--- config.mk ---
export PLATFORM = sky130hd
export DESIGN_NAME = mbox_top
export DESIGN_NICKNAME = d
export VERILOG_FILES = /design/src/rtl/mbox_pkg.sv /design/src/rtl/mbox_host_dec.sv /design/src/rtl/mbox_cp_dec.sv /design/src/rtl/mbox_flag.sv /design/src/rtl/mbox_ctrl_pulse.sv /design/src/rtl/mbox_top.sv
export SDC_FILE = /design/constraint.sdc
export NUM_CORES = 1
export LEC_CHECK = 0
export ABC_AREA = 1
export BUFFER_PORTS_ARGS = -buffer_cell sky130_fd_sc_hd__buf_2
export CAP_MARGIN = 30
export CORE_MARGIN = 3
export CORE_UTILIZATION = 40
export CTS_CLUSTER_DIAMETER = 80
export DETAILED_ROUTE_END_ITERATION = 10
export GPL_TIMING_DRIVEN = 1
export PLACE_DENSITY_LB_ADDON = 0.05
export REMOVE_ABC_BUFFERS = 1
export SETUP_SLACK_MARGIN = 0.4
export SLEW_MARGIN = 20
export SYNTH_ARGS = -nofsm -noshare
export SYNTH_HDL_FRONTEND = slang
export SYNTH_HIERARCHICAL = 1
export SYNTH_SLANG_ARGS = --single-unit
export TNS_END_PERCENT = 1
--- constraint.sdc ---
create_clock -name clk_i -period 1 [get_ports clk_i]
set_input_delay 0 -clock clk_i [delete_from_list [all_inputs] [get_ports clk_i]]
set_output_delay 0 -clock clk_i [all_outputs]
set_load 0.01 [all_outputs]
--- src/rtl/mbox_pkg.sv ---
package mbox_pkg;
  localparam int unsigned BYTE_W = 8;
  localparam int unsigned HSEL_W = 2;
  localparam int unsigned CFLAG_POS = 0;
  localparam int unsigned DFLAG_POS = 7;

  typedef enum logic [HSEL_W-1:0] {
    HSEL_CMD  = 2'd0,
    HSEL_DATA = 2'd1,
    HSEL_CTRL = 2'd2,
    HSEL_NONE = 2'd3
  } host_sel_e;

  function automatic logic [BYTE_W-1:0] status_byte(input logic cflag, input logic dflag);
    logic [BYTE_W-1:0] s;
    s = '0;
    s[CFLAG_POS] = cflag;
    s[DFLAG_POS] = dflag;
    return s;
  endfunction
endpackage

--- src/rtl/mbox_host_dec.sv ---
module mbox_host_dec
  import mbox_pkg::*;
(
  input  logic              cs_i,
  input  logic              rd_i,
  input  logic              wr_i,
  input  logic [HSEL_W-1:0] sel_i,
  output logic              cmd_we_o,
  output logic              stat_re_o,
  output logic              data_we_o,
  output logic              data_re_o,
  output logic              ctrl_we_o
);
  host_sel_e sel;
  assign sel = host_sel_e'(sel_i);

  always_comb begin
    cmd_we_o  = cs_i && wr_i && (sel == HSEL_CMD);
    stat_re_o = cs_i && rd_i && (sel == HSEL_CMD);
    data_we_o = cs_i && wr_i && (sel == HSEL_DATA);
    data_re_o = cs_i && rd_i && (sel == HSEL_DATA);
    ctrl_we_o = cs_i && wr_i && (sel == HSEL_CTRL);
  end
endmodule

--- src/rtl/mbox_cp_dec.sv ---
module mbox_cp_dec #(
  parameter int unsigned ADDR_W      = 8,
  parameter logic [ADDR_W-1:0] CMD_RD_ADDR = 'h01,
  parameter logic [ADDR_W-1:0] IN_RD_ADDR  = 'h02,
  parameter logic [ADDR_W-1:0] OUT_WR_ADDR = 'h03,
  parameter logic [ADDR_W-1:0] STAT_ADDR   = 'h04,
  parameter logic [ADDR_W-1:0] CCLR_ADDR   = 'h05,
  parameter logic [ADDR_W-1:0] ALIAS_ADDR  = 'h0A
) (
  input  logic              cs_i,
  input  logic              rd_i,
  input  logic              wr_i,
  input  logic [ADDR_W-1:0] addr_i,
  output logic              cmd_re_o,
  output logic              in_re_o,
  output logic              out_we_o,
  output logic              stat_re_o,
  output logic              cclr_o,
  output logic              alias_o
);
  logic acc;
  assign acc = cs_i && (rd_i || wr_i);

  always_comb begin
    cmd_re_o  = cs_i && rd_i && (addr_i == CMD_RD_ADDR);
    in_re_o   = cs_i && rd_i && (addr_i == IN_RD_ADDR);
    out_we_o  = cs_i && wr_i && (addr_i == OUT_WR_ADDR);
    stat_re_o = cs_i && rd_i && (addr_i == STAT_ADDR);
    cclr_o    = acc && (addr_i == CCLR_ADDR);
    alias_o   = acc && (addr_i == ALIAS_ADDR);
  end
endmodule

--- src/rtl/mbox_flag.sv ---
module mbox_flag (
  input  logic clk_i,
  input  logic rst_ni,
  input  logic set_i,
  input  logic clr_i,
  output logic flag_o
);
  always_ff @(posedge clk_i or negedge rst_ni) begin
    if (!rst_ni)     flag_o <= 1'b0;
    else if (set_i)  flag_o <= 1'b1;   // set has priority
    else if (clr_i)  flag_o <= 1'b0;
  end

  assert_set_wins_R9: assert property (@(posedge clk_i) disable iff (!rst_ni)
    (set_i && clr_i) |=> flag_o);
  assert_clear_alone_R12: assert property (@(posedge clk_i) disable iff (!rst_ni)
    (clr_i && !set_i) |=> !flag_o);
endmodule

--- src/rtl/mbox_ctrl_pulse.sv ---
module mbox_ctrl_pulse #(
  parameter int unsigned REQ_W = 3
) (
  input  logic             clk_i,
  input  logic             rst_ni,
  input  logic             we_i,
  input  logic [REQ_W-1:0] req_i,
  output logic [REQ_W-1:0] pulse_o
);
  always_ff @(posedge clk_i or negedge rst_ni) begin
    if (!rst_ni) pulse_o <= '0;
    else         pulse_o <= we_i ? req_i : '0;
  end

  assert_pulse_follows_R10: assert property (@(posedge clk_i) disable iff (!rst_ni)
    we_i |=> (pulse_o == $past(req_i)));
  assert_pulse_single_R10: assert property (@(posedge clk_i) disable iff (!rst_ni)
    !we_i |=> (pulse_o == '0));
endmodule

--- src/rtl/mbox_top.sv ---
module mbox_top
  import mbox_pkg::*;
#(
  parameter int unsigned CP_ADDR_W = 8
) (
  input  logic                 clk_i,
  input  logic                 rst_ni,
  input  logic                 host_cs_i,
  input  logic                 host_rd_i,
  input  logic                 host_wr_i,
  input  logic [HSEL_W-1:0]    host_addr_i,
  input  logic [BYTE_W-1:0]    host_wdata_i,
  output logic [BYTE_W-1:0]    host_rdata_o,
  input  logic                 cp_cs_i,
  input  logic                 cp_rd_i,
  input  logic                 cp_wr_i,
  input  logic [CP_ADDR_W-1:0] cp_addr_i,
  input  logic [BYTE_W-1:0]    cp_wdata_i,
  output logic [BYTE_W-1:0]    cp_rdata_o,
  input  logic                 page_lsb_i,
  output logic                 core_reset_o,
  output logic                 core_nmi_o,
  output logic                 led_toggle_o
);
  localparam int unsigned REQ_W = 3;

  logic h_cmd_we, h_stat_re, h_data_we, h_data_re, h_ctrl_we;
  logic c_cmd_re, c_in_re, c_out_we, c_stat_re, c_cclr, c_alias;
  logic cflag, dflag;
  logic cf_set, cf_clr, df_set, df_clr;
  logic [BYTE_W-1:0] cmd_q, in_q, out_q;
  logic [REQ_W-1:0] pulses;

  mbox_host_dec u_host_dec (
    .cs_i(host_cs_i), .rd_i(host_rd_i), .wr_i(host_wr_i), .sel_i(host_addr_i),
    .cmd_we_o(h_cmd_we), .stat_re_o(h_stat_re), .data_we_o(h_data_we),
    .data_re_o(h_data_re), .ctrl_we_o(h_ctrl_we)
  );

  mbox_cp_dec #(.ADDR_W(CP_ADDR_W)) u_cp_dec (
    .cs_i(cp_cs_i), .rd_i(cp_rd_i), .wr_i(cp_wr_i), .addr_i(cp_addr_i),
    .cmd_re_o(c_cmd_re), .in_re_o(c_in_re), .out_we_o(c_out_we),
    .stat_re_o(c_stat_re), .cclr_o(c_cclr), .alias_o(c_alias)
  );

  // alias access becomes a set or a clear event depending on the page bit
  assign cf_set = h_cmd_we;
  assign cf_clr = c_cclr;
  assign df_set = h_data_we || c_out_we || (c_alias && !page_lsb_i);
  assign df_clr = h_data_re || c_in_re  || (c_alias &&  page_lsb_i);

  mbox_flag u_cflag (.clk_i, .rst_ni, .set_i(cf_set), .clr_i(cf_clr), .flag_o(cflag));
  mbox_flag u_dflag (.clk_i, .rst_ni, .set_i(df_set), .clr_i(df_clr), .flag_o(dflag));

  always_ff @(posedge clk_i or negedge rst_ni) begin
    if (!rst_ni) begin
      cmd_q <= '0;
      in_q  <= '0;
      out_q <= '0;
    end else begin
      if (h_cmd_we)  cmd_q <= host_wdata_i;
      if (h_data_we) in_q  <= host_wdata_i;
      if (c_out_we)  out_q <= cp_wdata_i;
    end
  end

  mbox_ctrl_pulse #(.REQ_W(REQ_W)) u_ctrl (
    .clk_i, .rst_ni, .we_i(h_ctrl_we), .req_i(host_wdata_i[7:5]), .pulse_o(pulses)
  );
  assign {core_reset_o, core_nmi_o, led_toggle_o} = pulses;

  always_comb begin
    host_rdata_o = '0;
    if (h_stat_re)      host_rdata_o = status_byte(cflag, dflag);
    else if (h_data_re) host_rdata_o = out_q;
  end

  always_comb begin
    cp_rdata_o = '0;
    if (c_cmd_re)       cp_rdata_o = cmd_q;
    else if (c_in_re)   cp_rdata_o = in_q;
    else if (c_stat_re) cp_rdata_o = status_byte(cflag, dflag);
  end

  assert_cmd_capture_R3: assert property (@(posedge clk_i) disable iff (!rst_ni)
    (host_cs_i && host_wr_i && host_addr_i == 2'd0) |=> (cflag && cmd_q == $past(host_wdata_i)));
  assert_cmd_clear_R4: assert property (@(posedge clk_i) disable iff (!rst_ni)
    (cp_cs_i && (cp_rd_i || cp_wr_i) && cp_addr_i == 8'h05 &&
     !(host_cs_i && host_wr_i && host_addr_i == 2'd0)) |=> !cflag);
  assert_out_sets_R6: assert property (@(posedge clk_i) disable iff (!rst_ni)
    (cp_cs_i && cp_wr_i && cp_addr_i == 8'h03) |=> (dflag && out_q == $past(cp_wdata_i)));
  assert_alias_force_R8: assert property (@(posedge clk_i) disable iff (!rst_ni)
    (c_alias && !(host_cs_i && (host_rd_i || host_wr_i) && host_addr_i == 2'd1))
    |=> (dflag == !$past(page_lsb_i)));
  assert_idle_hold_R11: assert property (@(posedge clk_i) disable iff (!rst_ni)
    (!host_cs_i && !cp_cs_i) |=> ($stable(cflag) && $stable(dflag) &&
                                  $stable(cmd_q) && $stable(in_q) && $stable(out_q)));
endmodule

==> flow_summary.toml, run 1 <==
[floorplan]
coreArea_mm2 = 0.00344
die_w_um = 66.8
die_y_um = 66.8
initial_utilization_pct = 43.0
row_count = 21
dieArea_mm2 = 0.00446
ios = 54

[worst_setup_path]
path_class = "reg -> out"
crit_fanout = 2
arrival_ns = 1.02
startpoint_type = "flip-flop"
end_kind = "primary output"
cp.required_ns = 1.00

[cells_and_area]
layout-drive-gt1-share_pct = 44.3
final_cell_count_no_fill = 333
antenna_cells = 0
syn_to_final_growth_pct = 54.0
fin_nets = 321

[placed_design]
pre_cts_slack_ns = -0.0533
io_buffers = 53
place_inst = 309
dp_hpwl_um = 2410
routabilityCongestion = 0.715

[routing]
drtIter0Drc = 61
wl_per_cell_um = 10.7
routed_wl_um = 3560
num_vias = 1470
dr.pass1.iters = 4
postRouteAntennaNets = 0
via_per_inst = 4.41
drc_errors = 0

[logic_synthesis]
synth_seq_area_share_pct = 49.1
synthCells = 204
synth_top_family_by_area = "simple AND/OR/NAND/NOR gates"
synthAdderAreaFrac_pct = 0
syn-mean-instance-area_um2 = 7.25
syn_area_mm2 = 0.00148
synth_xor_area_share_pct = 0
synth-seq-cells = 29
synth.distinct_cells = 13
yosys_warnings = 6
synth.area.mux_share_pct = 0
yosys.area_share.simple_pct = 24.4
synth_compound_area_share_pct = 11.8

[sta]
setup_slack_ns = -0.0198
slew_viol_final = 0
hold_viol = 9
slew_headroom_pct = 81.2
max_freq_ghz = 0.981
finalCritPeriodShare_pct = 102
fin_skew_ns = 0
setup_viol = 3
period_minus_slack_ns = 1.02
worstMarginPinSlew_ns = 0.281
holdWs_ns = -0.0558
rsz0062_at_grt = "true"

[grt]
met1_usage_pct = 20.0
grt_max_degree = 30
track_usage_pct = 16.5
antenna_found_initial = 0
gr-total-overflow = 0
grt_pass1_wl_um = 5490
top_usage_layer = "met2"
grt_use_met3_pct = 4.22
grt_pass1_vias = 1282
use_met2_pct = 28.5

[cts]
ctsHtreeMaxLevel = 2
cts_sinks = 29
tritoncts = "built"
clk_latency_ns = 0.27
clock_path_buffers = 2
cts_root_buffer = "clkbuf_8"
cts_hold_buf = 14
clk_pin_slew_ns = 0.07
cts_buffers = 5

[pwr]
p_seq_share_pct = 44.2
vdd_drop_max_v = 0.00107
internal_power_mw = 2.39
p_total_mw = 3.20
combPwrFrac_pct = 16.5
p_switching_mw = 0.805
power.density_mw_per_mm2 = 1400
power_leakage_nw = 1.22
p_clk_share_pct = 39.3
p_sw_share_pct = 25.2

[outcome]
violations = "negative hold slack, negative setup slack"
status = "finished with violations"

[worst_hold_path]
holdCritPathClass = "in -> reg"

[flow_run]
cap_violations = 0
critical path: stages (launching register included):
cell and delay, ns:
dfrtp_1 0.39, inv_2 0.07, nor2_1 0.04, nand2_1 0.05, nand3_1 0.06, buf_2 0.14
routing by layer:
layer,share of wire (%),wire length [um]
met2,48,1730
met1,45,1600
met3,5.3,188
met5,0,0
met4,1.1,40
layout make-up:
cell class,count,area [um^2]
Clock buffer,6,82.6
Inverter,49,184
Tap cell,46,57.6
Multi-Input combinational cell,123,651
Fill cell,308,1160
Clock inverter,2,37.5
Sequential cell,29,726
Timing Repair Buffer,78,539
synth_stat cells:
cell type   n  share of area [%]
o22ai_1     8                3.4
o21ai_0    25                8.5
nand3b_1    1               0.51
nor2_1     26                6.6
dfrtp_1    29                 49
inv_2       1               0.25
nand4_1     1               0.42
inv_1      48                 12
nand3_1     5                1.7
buf_6       3                2.3
nand2_4     1               0.76
nor2_2      1               0.42
nand2_1    55                 14
final timing paths:
kind,from,to,slack (ns),cells after the start
setup / recovery,u_cflag/flag_o,cp_rdata_o[0],-0.02,5
hold / removal,host_wdata_i[6],u_ctrl/pulse_o[1],-0.06,3
setup reg to reg,u_cflag/flag_o,u_cflag/flag_o,0.27,3
hold reg to reg,u_dflag/flag_o,u_dflag/flag_o,0.50,2
max in group asynchronous,rst_ni,out_q[3],0.56,3
min in group asynchronous,rst_ni,in_q[0],0.22,3
cell families (layout without fill, tap and decap cells):
family | count (synthesis) | count (layout)
and+or+nand+nor | 90 | 90
buffers and inverters | 52 | 135
AOI/OAI and AO/OA | 33 | 33
DFF | 29 | 29
cell usage in the layout (no fill, tap or decap):
cell / synthesis / layout
dfrtp_1: 29 / 29
nor2_2: 1 / 8
clkinvlp_4: 0 / 1
clkbuf_8: 0 / 6
dlymetal6s4s_1: 0 / 2
nor2_1: 26 / 18
nand3_2: 0 / 1
o21ai_1: 0 / 18
dlygate4sd3_1: 0 / 12
buf_4: 0 / 7
inv_2: 1 / 24
nand3_1: 5 / 4
inv_1: 48 / 25
bufinv_16: 0 / 1
nand4_1: 1 / 1
o21ai_2: 0 / 6
buf_2: 0 / 48
nand2_2: 0 / 9
o22ai_2: 0 / 5
nand2_8: 0 / 1
nand2_1: 55 / 46
o21ai_0: 25 / 1
nand3b_1: 1 / 1
nor2_4: 0 / 1
o22ai_1: 8 / 3
buf_6: 3 / 9
sequential cells by signal (all words and copies together) (netlist names):
signal / count
in_q: 8
u_dflag/flag_o: 1
u_cflag/flag_o: 1
out_q: 8
cmd_q: 8
u_ctrl/pulse_o: 3
power by group through the flow:
stage	sequential [mW]	combinational (mW)	clock, mW
4_1_cts	1.40	0.464	1.29
3_3_place_gp	1.40	0.373	0
3_5_place_dp	1.41	0.375	0
5_1_grt	1.43	0.601	1.34
2_1_floorplan	1.40	0.204	0
6_report	1.41	0.529	1.26
through the flow:
step	cell area [um^2]	setup TNS, ns	util [%]
finish	2280	-0.0493	66.2
global route	2280	-0.710	66.2
CTS	2130	-0.0929	62.0
detailed placement	1840	-0.337	53.3
global placement	1840	-0.120	53.3
floorplan	1450	-0.645	-
what timing repair did:
action,in CTS,in global routing
buffers inserted,0,2
endpoints found under the hold margin,56,8
pin swaps,9,23
resized for setup,42,47
setup endpoints to repair,44,74
Power figures use the tool's default switching activity.
==> inputs of run 2 (changes only) <==
--- a/config.mk
+++ b/config.mk
@@ -5,7 +5,6 @@
 export SDC_FILE = /design/constraint.sdc
 export NUM_CORES = 1
 export LEC_CHECK = 0
-export ABC_AREA = 1
 export BUFFER_PORTS_ARGS = -buffer_cell sky130_fd_sc_hd__buf_2
 export CAP_MARGIN = 30
 export CORE_MARGIN = 3
@@ -14,7 +13,6 @@
 export DETAILED_ROUTE_END_ITERATION = 10
 export GPL_TIMING_DRIVEN = 1
 export PLACE_DENSITY_LB_ADDON = 0.05
-export REMOVE_ABC_BUFFERS = 1
 export SETUP_SLACK_MARGIN = 0.4
 export SLEW_MARGIN = 20
 export SYNTH_ARGS = -nofsm -noshare
==> flow_summary.toml, run 2 <==
[worst_setup_path]
cp.required_ns = 1.00
crit_fanout = 5
crit_chain = "buf_6, or3b_4, nor4_4, and3_2, and2b_4, a22o_1, buf_2"
end_kind = "primary output"
cp_num_buf_inv = 2
path_class = "in -> out"
crit_path_top_delay_cell = "or3b_4"
arrival_ns = 1.52
cp_slowest_stage_delay_ns = 0.40
startpoint_type = "primary input"
crit_family = "simple AND/OR/NAND/NOR gates"

[sta]
finalSetupTns_ns = -6.46
rsz0062_at_grt = "true"
period_minus_slack_ns = 1.52
setup_slack_ns = -0.515
slew_headroom_pct = 81.2
finalCritPeriodShare_pct = 152
holdWs_ns = -0.0506
hold_viol = 26
worstMarginPinSlew_ns = 0.278
slew_viol_final = 0
fin_skew_ns = 0
setup_viol = 19
max_freq_ghz = 0.660

[routing]
postRouteAntennaNets = 0
wl_per_cell_um = 14.6
via_per_inst = 4.97
routed_wl_um = 3380
num_vias = 1152
drc_errors = 0
dr.pass1.iters = 4
drtIter0Drc = 49

[cells_and_area]
final_cell_area_mm2 = 0.00210
mostFrequentLayoutCells = "buf_2 (50), dfrtp_1 (29), mux2_4 (24)"
fin_util_pct = 56.6
nFillCells = 347
syn_to_final_growth_pct = 33.8
final_cell_count_no_fill = 232
antenna_cells = 0
fin_nets = 218
final_common_cell = "buf_2"
reg.largest.list = "cmd_q (8), in_q (8), out_q (8)"
layout-drive-gt1-share_pct = 60.9

[floorplan]
dieArea_mm2 = 0.00472
initial_utilization_pct = 42.3
ios = 54
row_count = 22
coreArea_mm2 = 0.00372
die_w_um = 68.7
die_y_um = 68.7

[logic_synthesis]
synth_seq_area_share_pct = 46.2
synthAdderAreaFrac_pct = 0
synth_compound_area_share_pct = 7.32
synth.distinct_cells = 28
yosys.area_share.simple_pct = 20.0
synth.area.mux_share_pct = 22.9
synthCells = 114
synth_edf_count = 0
synth_area_leaders = "dfrtp_1 (46%), mux2_4 (23%), a22o_1 (3.9%)"
syn_area_mm2 = 0.00157
synth_xor_area_share_pct = 0
synth_top_area_share_pct = 46.2
synth_nets = 149
synth-seq-cells = 29
synth_top_family_by_area = "multiplexers"
yosys.area.top_type = "dfrtp_1"
yosys_warnings = 6
syn-mean-instance-area_um2 = 13.8
synth_async_sr_flop_share_pct = 100
synth_commonest_cells = "dfrtp_1 (29), mux2_4 (24), and2_1 (9), a22o_1 (7)"
synth_most_common_cell = "dfrtp_1"
synthFlopType = "dfrtp_1"

[placed_design]
io_buffers = 53
dp_hpwl_um = 2510
routabilityCongestion = 0.727
pre_cts_slack_ns = -0.579
placed_area_mm2 = 0.00196
place_inst = 222

[pwr]
power.density_mw_per_mm2 = 1340
power_leakage_nw = 1.06
vdd_drop_max_v = 0.000446

[grt]
grt_pass1_vias = 1176
track_usage_pct = 15.9
gr-total-overflow = 0
grt_pass1_wl_um = 5470
antenna_found_initial = 0
grt_max_degree = 30

[outcome]
violations = "negative hold slack, negative setup slack"
status = "finished with violations"

[cts]
clk_latency_ns = 0.28
cts_buffers = 5
clk_pin_slew_ns = 0.07
tritoncts = "built"
cts_root_buffer = "clkbuf_8"
ctsHtreeMaxLevel = 2
cts_hold_buf = 1
clock_path_buffers = 2
cts_sinks = 29

[worst_hold_path]
holdCritPathClass = "in -> reg"

[flow_run]
cap_violations = 0
run 2: metrics by stage:
step                hold WS, ns  power, mW
floorplan                -0.296       1.71
global placement         0.0226       1.88
detailed placement       0.0288       1.89
CTS                     -0.0559       2.85
global route            -0.0520       2.96
finish                  -0.0506       2.82
run 2: path summary, 6_finish.rpt:
path                       slack [ns]           endpoint           from  cells after the start
max                             -0.52      cp_rdata_o[5]   cp_addr_i[5]                      7
min                             -0.05           out_q[4]  cp_wdata_i[4]                      2
max reg2reg                      0.22            in_q[7]        in_q[7]                      1
min reg2reg                      0.50           out_q[5]       out_q[5]                      1
max in group asynchronous        0.56           out_q[0]         rst_ni                      3
min in group asynchronous        0.21  u_ctrl/pulse_o[2]         rst_ni                      3
run 2: kinds of logic (layout without fill, tap and decap cells):
group                  count (synthesis)  count (layout)
flip-flops                            29              29
buffers and inverters                  8              78
AND/OR/NAND/NOR                       37              37
AO/OA/AOI/OAI                         16              16
multiplexers                          24              24
run 2: report_power, final:
part | internal, mW | switching, mW | leakage (nW)
Clock | 0.481 | 0.447 | 0.0450
Combinational | 0.309 | 0.143 | 0.652
Sequential | 1.34 | 0.101 | 0.365
run 2: layer usage:
metal	track usage, %	up-vias	routed length [um]
met4	5.96	0	43
li1	-	551	-
met5	0	-	0
met2	24.4	35	1610
met3	5.51	5	239
met1	20.5	561	1490
run 2: layout make-up:
| cell class | count | area, um^2 | share of cell area (%) |
|---|---|---|---|
| repair buffers | 66 | 420 | 20.0 |
| flip-flops and latches | 29 | 726 | 34.5 |
| multi-input cells | 77 | 800 | 38.0 |
| clock inverters | 2 | 10.0 | 0.476 |
| well taps | 48 | 60.1 | 2.86 |
| clock buffers | 6 | 72.6 | 3.45 |
| inverters | 4 | 15.0 | 0.714 |
run 2: timing repair:
action / CTS / global route
resized for setup: 6 / 4
cloned: 0 / 0
setup endpoints to repair: 45 / 74
buffers inserted: 0 / 1
pin swaps: 7 / 6
hold endpoints to repair: 56 / 27
